**config.mk**
```make
export PLATFORM = sky130hd
export DESIGN_NAME = sdram_wr_seq
export DESIGN_NICKNAME = d
export VERILOG_FILES = /design/src/rtl/sdram_wr_pkg.sv /design/src/rtl/bank_timer.sv /design/src/rtl/burst_shifter.sv /design/src/rtl/sdram_wr_seq.sv
export SDC_FILE = /design/constraint.sdc
export NUM_CORES = 1
export LEC_CHECK = 0
export BUFFER_PORTS_ARGS = -buffer_cell sky130_fd_sc_hd__buf_2
export CAP_MARGIN = 10
export CORE_UTILIZATION = 35
export CTS_BUF_LIST = sky130_fd_sc_hd__clkbuf_16
export CTS_CLUSTER_DIAMETER = 200
export DETAILED_ROUTE_END_ITERATION = 6
export PLACE_DENSITY = 0.61
export SYNTH_ARGS = -nofsm -noshare
export SYNTH_HDL_FRONTEND = slang
export SYNTH_HIERARCHICAL = 1
export SYNTH_SLANG_ARGS = --single-unit
```
**constraint.sdc**
```tcl
create_clock -name clk -period 3.67 [get_ports clk]
set_input_delay 0.367 -clock clk [delete_from_list [all_inputs] [get_ports clk]]
set_output_delay 0.367 -clock clk [all_outputs]
set_load 0.01 [all_outputs]
```
**src/rtl/sdram_wr_pkg.sv**
```systemverilog
package sdram_wr_pkg;
    // {cs_n, ras_n, cas_n, we_n}
    typedef enum logic [3:0] {
        CMD_ACT   = 4'b0011,
        CMD_WRITE = 4'b0100,
        CMD_PRE   = 4'b0010,
        CMD_NOP   = 4'b0111
    } sd_cmd_e;

    typedef enum logic [1:0] {
        S_IDLE,
        S_PRE,
        S_ACT,
        S_WR
    } seq_state_e;
endpackage

```
**src/rtl/bank_timer.sv**
```systemverilog
module bank_timer #(
    parameter int ROW_W = 11,
    parameter int BL    = 4,
    parameter int T_RCD = 2,
    parameter int T_WR  = 2,
    parameter int T_RP  = 3
) (
    input  logic             clk,
    input  logic             rst_n,
    input  logic             do_act,
    input  logic             do_wr,
    input  logic             do_pre,
    input  logic             wr_ap,
    input  logic [ROW_W-1:0] row_in,
    output logic             is_open,
    output logic [ROW_W-1:0] open_row,
    output logic             rcd_ok,
    output logic             wr_ok,
    output logic             rp_ok
);
    localparam int WR_LD = BL - 1 + T_WR - 1;
    localparam int AP_LD = BL - 1 + T_WR + T_RP - 1;
    localparam int CW    = $clog2(AP_LD + 2);

    logic [CW-1:0]    rcd_cnt, wr_cnt, rp_cnt;
    logic             open_q;
    logic [ROW_W-1:0] row_q;

    always_ff @(posedge clk or negedge rst_n) begin
        if (!rst_n) begin
            rcd_cnt <= '0;
            wr_cnt  <= '0;
            rp_cnt  <= '0;
            open_q  <= 1'b0;
            row_q   <= '0;
        end else begin
            if (rcd_cnt != '0) rcd_cnt <= rcd_cnt - CW'(1);
            if (wr_cnt  != '0) wr_cnt  <= wr_cnt  - CW'(1);
            if (rp_cnt  != '0) rp_cnt  <= rp_cnt  - CW'(1);
            if (do_act) begin
                rcd_cnt <= CW'(T_RCD - 1);
                open_q  <= 1'b1;
                row_q   <= row_in;
            end
            if (do_wr) begin
                wr_cnt <= CW'(WR_LD);
                if (wr_ap) begin
                    // internal precharge starts tWR after the last word
                    open_q <= 1'b0;
                    rp_cnt <= CW'(AP_LD);
                end
            end
            if (do_pre) begin
                open_q <= 1'b0;
                rp_cnt <= CW'(T_RP - 1);
            end
        end
    end

    assign is_open  = open_q;
    assign open_row = row_q;
    assign rcd_ok   = (rcd_cnt == '0);
    assign wr_ok    = (wr_cnt == '0);
    assign rp_ok    = (rp_cnt == '0);

    p_wr_after_rcd_r2: assert property (@(posedge clk) disable iff (!rst_n)
        do_wr |-> (open_q && rcd_cnt == '0))
        else $error("write issued before activate delay elapsed");

    p_pre_after_recovery_r5: assert property (@(posedge clk) disable iff (!rst_n)
        do_pre |-> (open_q && wr_cnt == '0))
        else $error("precharge issued inside write recovery");

    p_act_after_precharge_r6: assert property (@(posedge clk) disable iff (!rst_n)
        do_act |-> (!open_q && rp_cnt == '0))
        else $error("activate issued to open or precharging bank");
endmodule

```
**src/rtl/burst_shifter.sv**
```systemverilog
module burst_shifter #(
    parameter int DATA_W = 16,
    parameter int BL     = 4
) (
    input  logic                 clk,
    input  logic                 rst_n,
    input  logic                 load,
    input  logic [BL*DATA_W-1:0] load_data,
    output logic [DATA_W-1:0]    word,
    output logic                 oe,
    output logic                 can_load
);
    localparam int RW = $clog2(BL + 1);

    logic [BL*DATA_W-1:0] buf_q;
    logic [RW-1:0]        rem_q;

    always_ff @(posedge clk or negedge rst_n) begin
        if (!rst_n) begin
            buf_q <= '0;
            rem_q <= '0;
        end else if (load) begin
            buf_q <= load_data;
            rem_q <= RW'(BL);
        end else if (rem_q != '0) begin
            buf_q <= buf_q >> DATA_W;
            rem_q <= rem_q - RW'(1);
        end
    end

    assign word     = buf_q[DATA_W-1:0];
    assign oe       = (rem_q != '0);
    assign can_load = (rem_q <= RW'(1));

    p_load_no_overlap_r3: assert property (@(posedge clk) disable iff (!rst_n)
        load |-> (rem_q <= RW'(1)))
        else $error("burst loaded over a running burst");
endmodule

```
**src/rtl/sdram_wr_seq.sv**
```systemverilog
module sdram_wr_seq
    import sdram_wr_pkg::*;
#(
    parameter int ADDR_W = 11,
    parameter int COL_W  = 8,
    parameter int AP_BIT = 10,
    parameter int DATA_W = 16,
    parameter int BL     = 4,
    parameter int T_RCD  = 2,
    parameter int T_WR   = 2,
    parameter int T_RP   = 3
) (
    input  logic                 clk,
    input  logic                 rst_n,
    input  logic                 req_valid,
    output logic                 req_ready,
    input  logic                 req_bank,
    input  logic [ADDR_W-1:0]    req_row,
    input  logic [COL_W-1:0]     req_col,
    input  logic                 req_ap,
    input  logic [BL*DATA_W-1:0] req_data,
    output logic                 sd_cs_n,
    output logic                 sd_ras_n,
    output logic                 sd_cas_n,
    output logic                 sd_we_n,
    output logic [ADDR_W-1:0]    sd_addr,
    output logic                 sd_ba,
    output logic [DATA_W-1:0]    sd_dq,
    output logic                 sd_dq_oe
);
    localparam int NBANK = 2;

    seq_state_e state_q, state_d;
    sd_cmd_e    cmd_d, cmd_q;

    logic                 h_bank, h_ap;
    logic [ADDR_W-1:0]    h_row;
    logic [COL_W-1:0]     h_col;
    logic [BL*DATA_W-1:0] h_data;

    logic [ADDR_W-1:0] addr_d, addr_q;
    logic              ba_q;

    logic [NBANK-1:0]  bk_open, bk_rcd_ok, bk_wr_ok, bk_rp_ok;
    logic [ADDR_W-1:0] bk_row [NBANK];
    logic              can_load;

    for (genvar b = 0; b < NBANK; b++) begin : g_bank
        bank_timer #(
            .ROW_W(ADDR_W), .BL(BL), .T_RCD(T_RCD), .T_WR(T_WR), .T_RP(T_RP)
        ) u_tmr (
            .clk      (clk),
            .rst_n    (rst_n),
            .do_act   (cmd_d == CMD_ACT   && h_bank == 1'(b)),
            .do_wr    (cmd_d == CMD_WRITE && h_bank == 1'(b)),
            .do_pre   (cmd_d == CMD_PRE   && h_bank == 1'(b)),
            .wr_ap    (h_ap),
            .row_in   (h_row),
            .is_open  (bk_open[b]),
            .open_row (bk_row[b]),
            .rcd_ok   (bk_rcd_ok[b]),
            .wr_ok    (bk_wr_ok[b]),
            .rp_ok    (bk_rp_ok[b])
        );
    end

    burst_shifter #(.DATA_W(DATA_W), .BL(BL)) u_shift (
        .clk       (clk),
        .rst_n     (rst_n),
        .load      (cmd_d == CMD_WRITE),
        .load_data (h_data),
        .word      (sd_dq),
        .oe        (sd_dq_oe),
        .can_load  (can_load)
    );

    // state register and held request
    always_ff @(posedge clk or negedge rst_n) begin
        if (!rst_n) begin
            state_q <= S_IDLE;
            h_bank  <= 1'b0;
            h_ap    <= 1'b0;
            h_row   <= '0;
            h_col   <= '0;
            h_data  <= '0;
        end else begin
            state_q <= state_d;
            if (state_q == S_IDLE && req_valid) begin
                h_bank <= req_bank;
                h_ap   <= req_ap;
                h_row  <= req_row;
                h_col  <= req_col;
                h_data <= req_data;
            end
        end
    end

    // transitions and command decision
    always_comb begin
        state_d = state_q;
        cmd_d   = CMD_NOP;
        unique case (state_q)
            S_IDLE: begin
                if (req_valid) begin
                    if (!bk_open[req_bank])                 state_d = S_ACT; // open-miss
                    else if (bk_row[req_bank] != req_row)   state_d = S_PRE; // row-conflict
                    else                                    state_d = S_WR;  // row-hit
                end
            end
            S_PRE: begin
                if (bk_wr_ok[h_bank] && bk_rp_ok[h_bank]) begin
                    cmd_d   = CMD_PRE;
                    state_d = S_ACT;  // precharge-issued
                end
            end
            S_ACT: begin
                if (bk_rp_ok[h_bank]) begin
                    cmd_d   = CMD_ACT;
                    state_d = S_WR;   // activate-issued
                end
            end
            S_WR: begin
                if (bk_rcd_ok[h_bank] && can_load) begin
                    cmd_d   = CMD_WRITE;
                    state_d = S_IDLE; // write-issued
                end
            end
        endcase
    end

    always_comb begin
        addr_d = '0;
        if (cmd_d == CMD_ACT) begin
            addr_d = h_row;
        end else if (cmd_d == CMD_WRITE) begin
            addr_d[COL_W-1:0] = h_col;
            addr_d[AP_BIT]    = h_ap;
        end
    end

    // registered pin outputs
    always_ff @(posedge clk or negedge rst_n) begin
        if (!rst_n) begin
            cmd_q  <= CMD_NOP;
            addr_q <= '0;
            ba_q   <= 1'b0;
        end else begin
            cmd_q  <= cmd_d;
            addr_q <= addr_d;
            if (cmd_d != CMD_NOP) ba_q <= h_bank;
        end
    end

    assign {sd_cs_n, sd_ras_n, sd_cas_n, sd_we_n} = cmd_q;
    assign sd_addr   = addr_q;
    assign sd_ba     = ba_q;
    assign req_ready = (state_q == S_IDLE);

    p_idle_drives_nop_r8: assert property (@(posedge clk) disable iff (!rst_n)
        (state_q == S_IDLE) |=> (cmd_q == CMD_NOP))
        else $error("command left idle state");

    p_write_has_data_r3: assert property (@(posedge clk) disable iff (!rst_n)
        (cmd_q == CMD_WRITE) |-> sd_dq_oe)
        else $error("write without first data word");

    p_ready_drops_r9: assert property (@(posedge clk) disable iff (!rst_n)
        (req_valid && req_ready) |=> !req_ready)
        else $error("ready held after accept");
endmodule

```
== Word-level counts from Yosys, hierarchy flattened ==
Index checks and enable logic that the tools add are counted.

* Add/sub/neg operators: 7
* Magnitude comparators: 4
* Equality and inequality tests: 12
* Muxes and demuxes: 55
* Bitwise logic cells: 2
* Reduce and logical (&&, ||, !) cells: 29

{| class="wikitable"
|+ Operators by type and width
! cell !! count
|-
| $mux 64 || 2
|-
| $mux 4 || 16
|-
| $mux 11 || 3
|-
| $logic_not 4->1 || 6
|-
| $reduce_bool 4->1 || 6
|-
| $sub 4x1->4 const B || 6
|-
| $mux 1 || 18
|-
| $mux 2 || 8
|-
| $mux 8 || 2
|-
| $mux 3 || 4
|-
| $ne 11x11->1 || 1
|-
| $reduce_bool 2->1 || 5
|-
| $logic_and 1x1->1 || 9
|-
| $pmux 3 s3 || 1
|-
| $eq 4x2->1 const B || 2
|-
| $ne 2x2->1 const B || 4
|-
| $pmux 2 s4 || 1
|-
| $eq 2x2->1 const B || 2
|-
| $eq 4x3->1 const B || 1
|-
| $lt 1x2->1 const B || 2
|-
| $ne 4x3->1 const B || 1
|-
| $reduce_and 4->1 || 1
|-
| $le 3x1->1 const B || 1
|-
| $reduce_bool 3->1 || 1
|-
| 6 further kinds || 6
|}

* Register bits after elaboration: 218
* Word-level logic and storage cells: 130

== Logic depth before layout (Yosys ltp) ==
* Depth after elaboration: 12
* Depth in mapped cells: 12

== Cells and area by module ==
Netlist, hierarchy kept.

{| class="wikitable"
|+ Modules (own cells, without submodules)
! module !! times used !! cells each !! area each (µm²)
|-
| sdram_wr_seq || 1 || 287 || 4290.4
|-
| burst_shifter || 1 || 313 || 3175.5
|-
| bank_timer || 2 || 86 || 1091.0
|}

== Worst setup path after synthesis ==
Ideal clock, no wire load.

* Kind: register -> register
* Start point: register g_bank[1].u_tmr.rcd_cnt[0]
* End point: register u_shift.buf_q[45]
* Arrival time: 2.409 ns
* Required time: 3.534 ns
* Slack: 1.126 ns
* Stages on the path, launching flop included: 11
* Cell sequence: dfrtp_1 > inv_1 > ha_1 > nor3b_4 > mux2i_1 > o22ai_4 > nand3b_4 > nor3_4 > buf_2 > clkbuf_1 > o21ai_0

* Longest elaborated chain between the ends: 8

{| class="wikitable"
|+ Ends and longest elaborated chain
! element !! RTL line !! source
|-
| start: declaration || bank_timer.sv:25 || <nowiki>logic [CW-1:0] rcd_cnt, wr_cnt, rp_cnt;</nowiki>
|-
| start signal: assignment || bank_timer.sv:37 || <nowiki>if (rcd_cnt != '0) rcd_cnt <= rcd_cnt - CW'(1);</nowiki>
|-
| start signal: assignment || bank_timer.sv:41 || <nowiki>rcd_cnt <= CW'(T_RCD - 1);</nowiki>
|-
| $logic_not 4->1 (*) || bank_timer.sv:62 || <nowiki>assign rcd_ok = (rcd_cnt == '0);</nowiki>
|-
| net bk_rcd_ok[1] || sdram_wr_seq.sv:44 || <nowiki>logic [NBANK-1:0] bk_open, bk_rcd_ok, bk_wr_ok, bk_rp_ok;</nowiki>
|-
| $mux 1 (implied by the code) (*) (2 in series) || sdram_wr_seq.sv:123 || <nowiki>if (bk_rcd_ok[h_bank] && can_load) begin</nowiki>
|-
| $logic_and 1x1->1 (*) || sdram_wr_seq.sv:123 ||
|-
| $mux 2 (*) || sdram_wr_seq.sv:123 ||
|-
| $pmux 3 s3 (*) || sdram_wr_seq.sv:102 || <nowiki>unique case (state_q)</nowiki>
|-
| net cmd_d[0] || sdram_wr_seq.sv:34 || <nowiki>sd_cmd_e cmd_d, cmd_q;</nowiki>
|-
| $eq 4x3->1 (*) || sdram_wr_seq.sv:70 || <nowiki>.load (cmd_d == CMD_WRITE),</nowiki>
|-
| $mux 64 or $reduce_bool 2->1 (tied branches) || - ||
|-
| end signal: assignment || burst_shifter.sv:23 || <nowiki>buf_q <= load_data;</nowiki>
|-
| end signal: assignment || burst_shifter.sv:26 || <nowiki>buf_q <= buf_q >> DATA_W;</nowiki>
|-
| end: declaration || burst_shifter.sv:15 || <nowiki>logic [BL*DATA_W-1:0] buf_q;</nowiki>
|}

Mark *: on every way through the listed nets, which the timed path passes. The rest lies on a longest branch. The select of a mux whose other input is x is not followed.
A chain may end at the register's enable or synchronous reset.

== Worst setup path after layout ==
* Start point: register g_bank[0].u_tmr.rcd_cnt[0]
* End point: register u_shift.buf_q[2]

* Longest elaborated chain between the ends: 8

{| class="wikitable"
|+ Ends and longest elaborated chain
! element !! RTL line
|-
| start: declaration || bank_timer.sv:25
|-
| start signal: assignment || bank_timer.sv:37
|-
| start signal: assignment || bank_timer.sv:41
|-
| $logic_not 4->1 (*) || bank_timer.sv:62
|-
| net bk_rcd_ok[0] || sdram_wr_seq.sv:44
|-
| $mux 1 (implied by the code) (*) (2 in series) || sdram_wr_seq.sv:123
|-
| $logic_and 1x1->1 (*) || sdram_wr_seq.sv:123
|-
| $mux 2 (*) || sdram_wr_seq.sv:123
|-
| $pmux 3 s3 (*) || sdram_wr_seq.sv:102
|-
| net cmd_d[0] || sdram_wr_seq.sv:34
|-
| $eq 4x3->1 (*) || sdram_wr_seq.sv:70
|-
| $mux 64 or $reduce_bool 2->1 (tied branches) || -
|}

Marks and branches as above.

==> reports/metrics.cfg <==
[synth]
synth_area_leaders = dfrtp_1 56%, mux2_2 13%, mux2i_1 7.0%
syn_nets = 875
async_flop_share_pct = 100
synthDominantCellAreaShare_pct = 55.5
synthMostInstantiatedCell = dfrtp_1
syn_inst = 772
ys_seq_area_share_pct = 56.3
synth.cell_area_sq_um = 9650
synth_edf_count = 0
yosys-top-cells-count = 214 x dfrtp_1, 109 x mux2_2, 91 x nand2_1
yosysWarningCount = 6
avgSynthCellArea_sq_um = 12.5
synth_cell_types = 42
synthFlopType = dfrtp_1
synth_top_area_cell = dfrtp_1
ys_ff_latch = 217

[placement]
globalplace.congestion = 0.731
port_buffers = 120
dp_hpwl_mm = 12.7

[floorplanning]
io_pins = 122
initial_core_util_pct = 35.7
dieArea_sq_um = 28200
die_x_microns = 168
die_height_microns = 168
core_area_sq_um = 27000
rows = 60

[clock_network]
cts_buffer_depth = 3
clkSlewWorstSetupHoldPaths_ns = 0.06
clk_latency_ns = 0.51
cts.sinks = 217
cts_tree = done
cts_setup_buffers = 0
cts_max_level = 1
clock-root-buffer = clkbuf_16
cts_buffers = 25

[setup_path]
end_kind = register
r2r-start = g_bank[0].u_tmr/rcd_cnt[0]
cp_data_arrival_time_ns = 3.14
required_ns = 4.02
start_kind = register
r2r_end = u_shift/buf_q[2]
crit_chain = inv_1 > ha_1 > nor3b_4 > mux2i_1 > o22ai_4 > nand3b_4 > nor3_4 > buf_12 > o21ai_0
path_max_fanout = 131
crit_type = register to register
regToRegSetupSlack_ns = 0.88
critical_path.max_stage_delay_ns = 0.44
slowest_stage = buf_12
rr_worst_depth = 9

[hold_path]
hold_end = h_col[4]
min_path_cells = 2
hp-class = input pin to register
min-delay-start = req_col[4]

[final_layout]
final_nets = 981
final_layout_size_suffix_gt1_share_pct = 33.4
area_growth_syn_to_layout_pct = 16.3
finish.utilization_pct = 41.5

[timing]
max_slew_margin_pct = 41.6
fin_crit_sh_pct = 76.0
setup_viol = 0
fmax_mhz = 358
fin_skew_ns = 0.0154
slew_viol_final = 0
hold_violations = 0
fin_crit_ns = 2.79
fin_tns_setup_ns = 0
worst_slew_pin_slew_ns = 0.876
rsz0062_at_grt = false

[global_routing]
grt.total_usage_pct = 14.2
antenna_found_initial = 4
grt_first_pass_wirelength_mm = 32.3
grt_pass1_vias = 6027
grt_max_degree = 132
grt_overflow = 0

[detailed_routing]
wirelength_mm = 19.4
ant_nets = 0
drc = 0
vias = 5913
wl_per_cell_microns = 15.6
dr.pass1.iters = 4
vias_per_cell = 4.77
first_iter_violations = 269

[flow_run]
drv_cap = 0

[outcome]
status = finished, final reports clean

[pwr]
power_density_nw_per_um2 = 880
p_leak_nw = 5.05
ir_worst_vdd_mv = 0.437

## registers in the layout, summed over array words and instances, names as in the netlist
| signal | flops |
|---|---|
| h_data | 64 |
| u_shift/buf_q | 64 |
| g_bank.u_tmr/open_row | 22 |
| h_row | 11 |
| sd_addr | 11 |
| g_bank.u_tmr/rcd_cnt | 8 |
| g_bank.u_tmr/rp_cnt | 8 |
| g_bank.u_tmr/wr_cnt | 8 |
| h_col | 8 |
| cmd_q | 3 |
| u_shift/rem_q | 3 |
| g_bank.u_tmr/is_open | 2 |
| state_q | 2 |
| h_ap | 1 |
| h_bank | 1 |
| sd_ba | 1 |
## kinds of logic (layout without fill, tap and decap cells)
logic type	count (synthesis)	count (layout)	share of synthesized area, %
AOI/OAI and AO/OA	106	106	6.65
and+or+nand+nor	159	159	8.60
other	1	4	0.0389
DFF	217	217	56.3
muxes	176	176	19.7
xor gates and xnor gates	20	20	1.82
buffers and inverters	78	201	4.95
adders and majority gates	15	15	1.95
## area by class of cell
cell class	instances	area [sq um]
fill	2600	15800
multi-input combinational	477	3760
inverter	22	82.6
clock buffer	25	626
clock inverter	19	134
tap	341	427
timing repair buffer	135	751
antenna	3	7.51
sequential	217	5430
## cells in the final DEF, fill, tap and decap left out, types with 3 or more instances in the layout
cell and count:
buf_4 12, inv_1 25, clkinv_2 5, nand2_1 90
xnor2_1 20, dfrtp_1 214, a31oi_1 3, nor2_1 18
nor3_1 11, nand3b_1 4, mux2i_1 67, nor3b_4 6
buf_2 119, o21ai_1 30, clkinv_1 8, diode_2 3
ha_1 15, a22o_1 9, nand2b_1 6, mux2_2 109
clkbuf_16 25, nor4_1 4, a21oi_1 13, dfstp_2 3
a211oi_1 3, o21ai_0 36, nor2b_1 7
## where the power goes
group	total, W	switching, W	internal, W
clock network	0.00231	0.000944	0.00137
logic	0.00344	0.00172	0.00172
registers	0.00412	0.000661	0.00346
## critical path, delay by kind of cell (launching register included)
kind	cells	cell delay (ns)
buffers and inverters	2	0.56
AOI/OAI and AO/OA	2	0.51
DFF	1	0.38
adders and majority gates	1	0.19
muxes	1	0.20
and+or+nand+nor	3	0.74
## per-stage QoR
stage / area [sq um] / cells / power [W] / hold WS (ns) / worst slack [ns]
floorplan: 9650 / 772 / 0.00688 / 0.0714 / 1.13
global placement: 10400 / 1191 / 0.00754 / 0.453 / 1.01
detailed placement: 10400 / 1191 / 0.00765 / 0.469 / 0.890
CTS: 11200 / 1236 / 0.0100 / 0.0633 / 0.868
global route: 11200 / 1236 / 0.0106 / 0.0679 / 0.667
finish: 11200 / 1239 / 0.00987 / 0.0851 / 0.879
## how the worst max path moves through the flow
stage	cells past startpoint	start	end
after floorplan	10	g_bank[1].u_tmr/rcd_cnt[0]	u_shift/buf_q[45]
after global placement	9	g_bank[0].u_tmr/rcd_cnt[0]	u_shift/buf_q[58]
after detailed placement	9	g_bank[0].u_tmr/rcd_cnt[0]	u_shift/buf_q[2]
after CTS	9	g_bank[0].u_tmr/rcd_cnt[0]	u_shift/buf_q[58]
after global routing	9	g_bank[0].u_tmr/rcd_cnt[0]	u_shift/buf_q[5]
final	9	g_bank[0].u_tmr/rcd_cnt[0]	u_shift/buf_q[2]
## routing by layer
layer	vias up	track usage (%)	wire length, microns
met3	27	3.39	1050
met1	2887	20.4	9630
li1	2872	-	-
met5	-	0	9
met4	2	3.55	407
met2	125	21.3	8260
## repair_timing
item | CTS | global route
resized for setup | 0 | 0
endpoints found under the hold margin | 68 | 0
hold buffers | 1 | 0
Power figures use the tool's default switching activity.
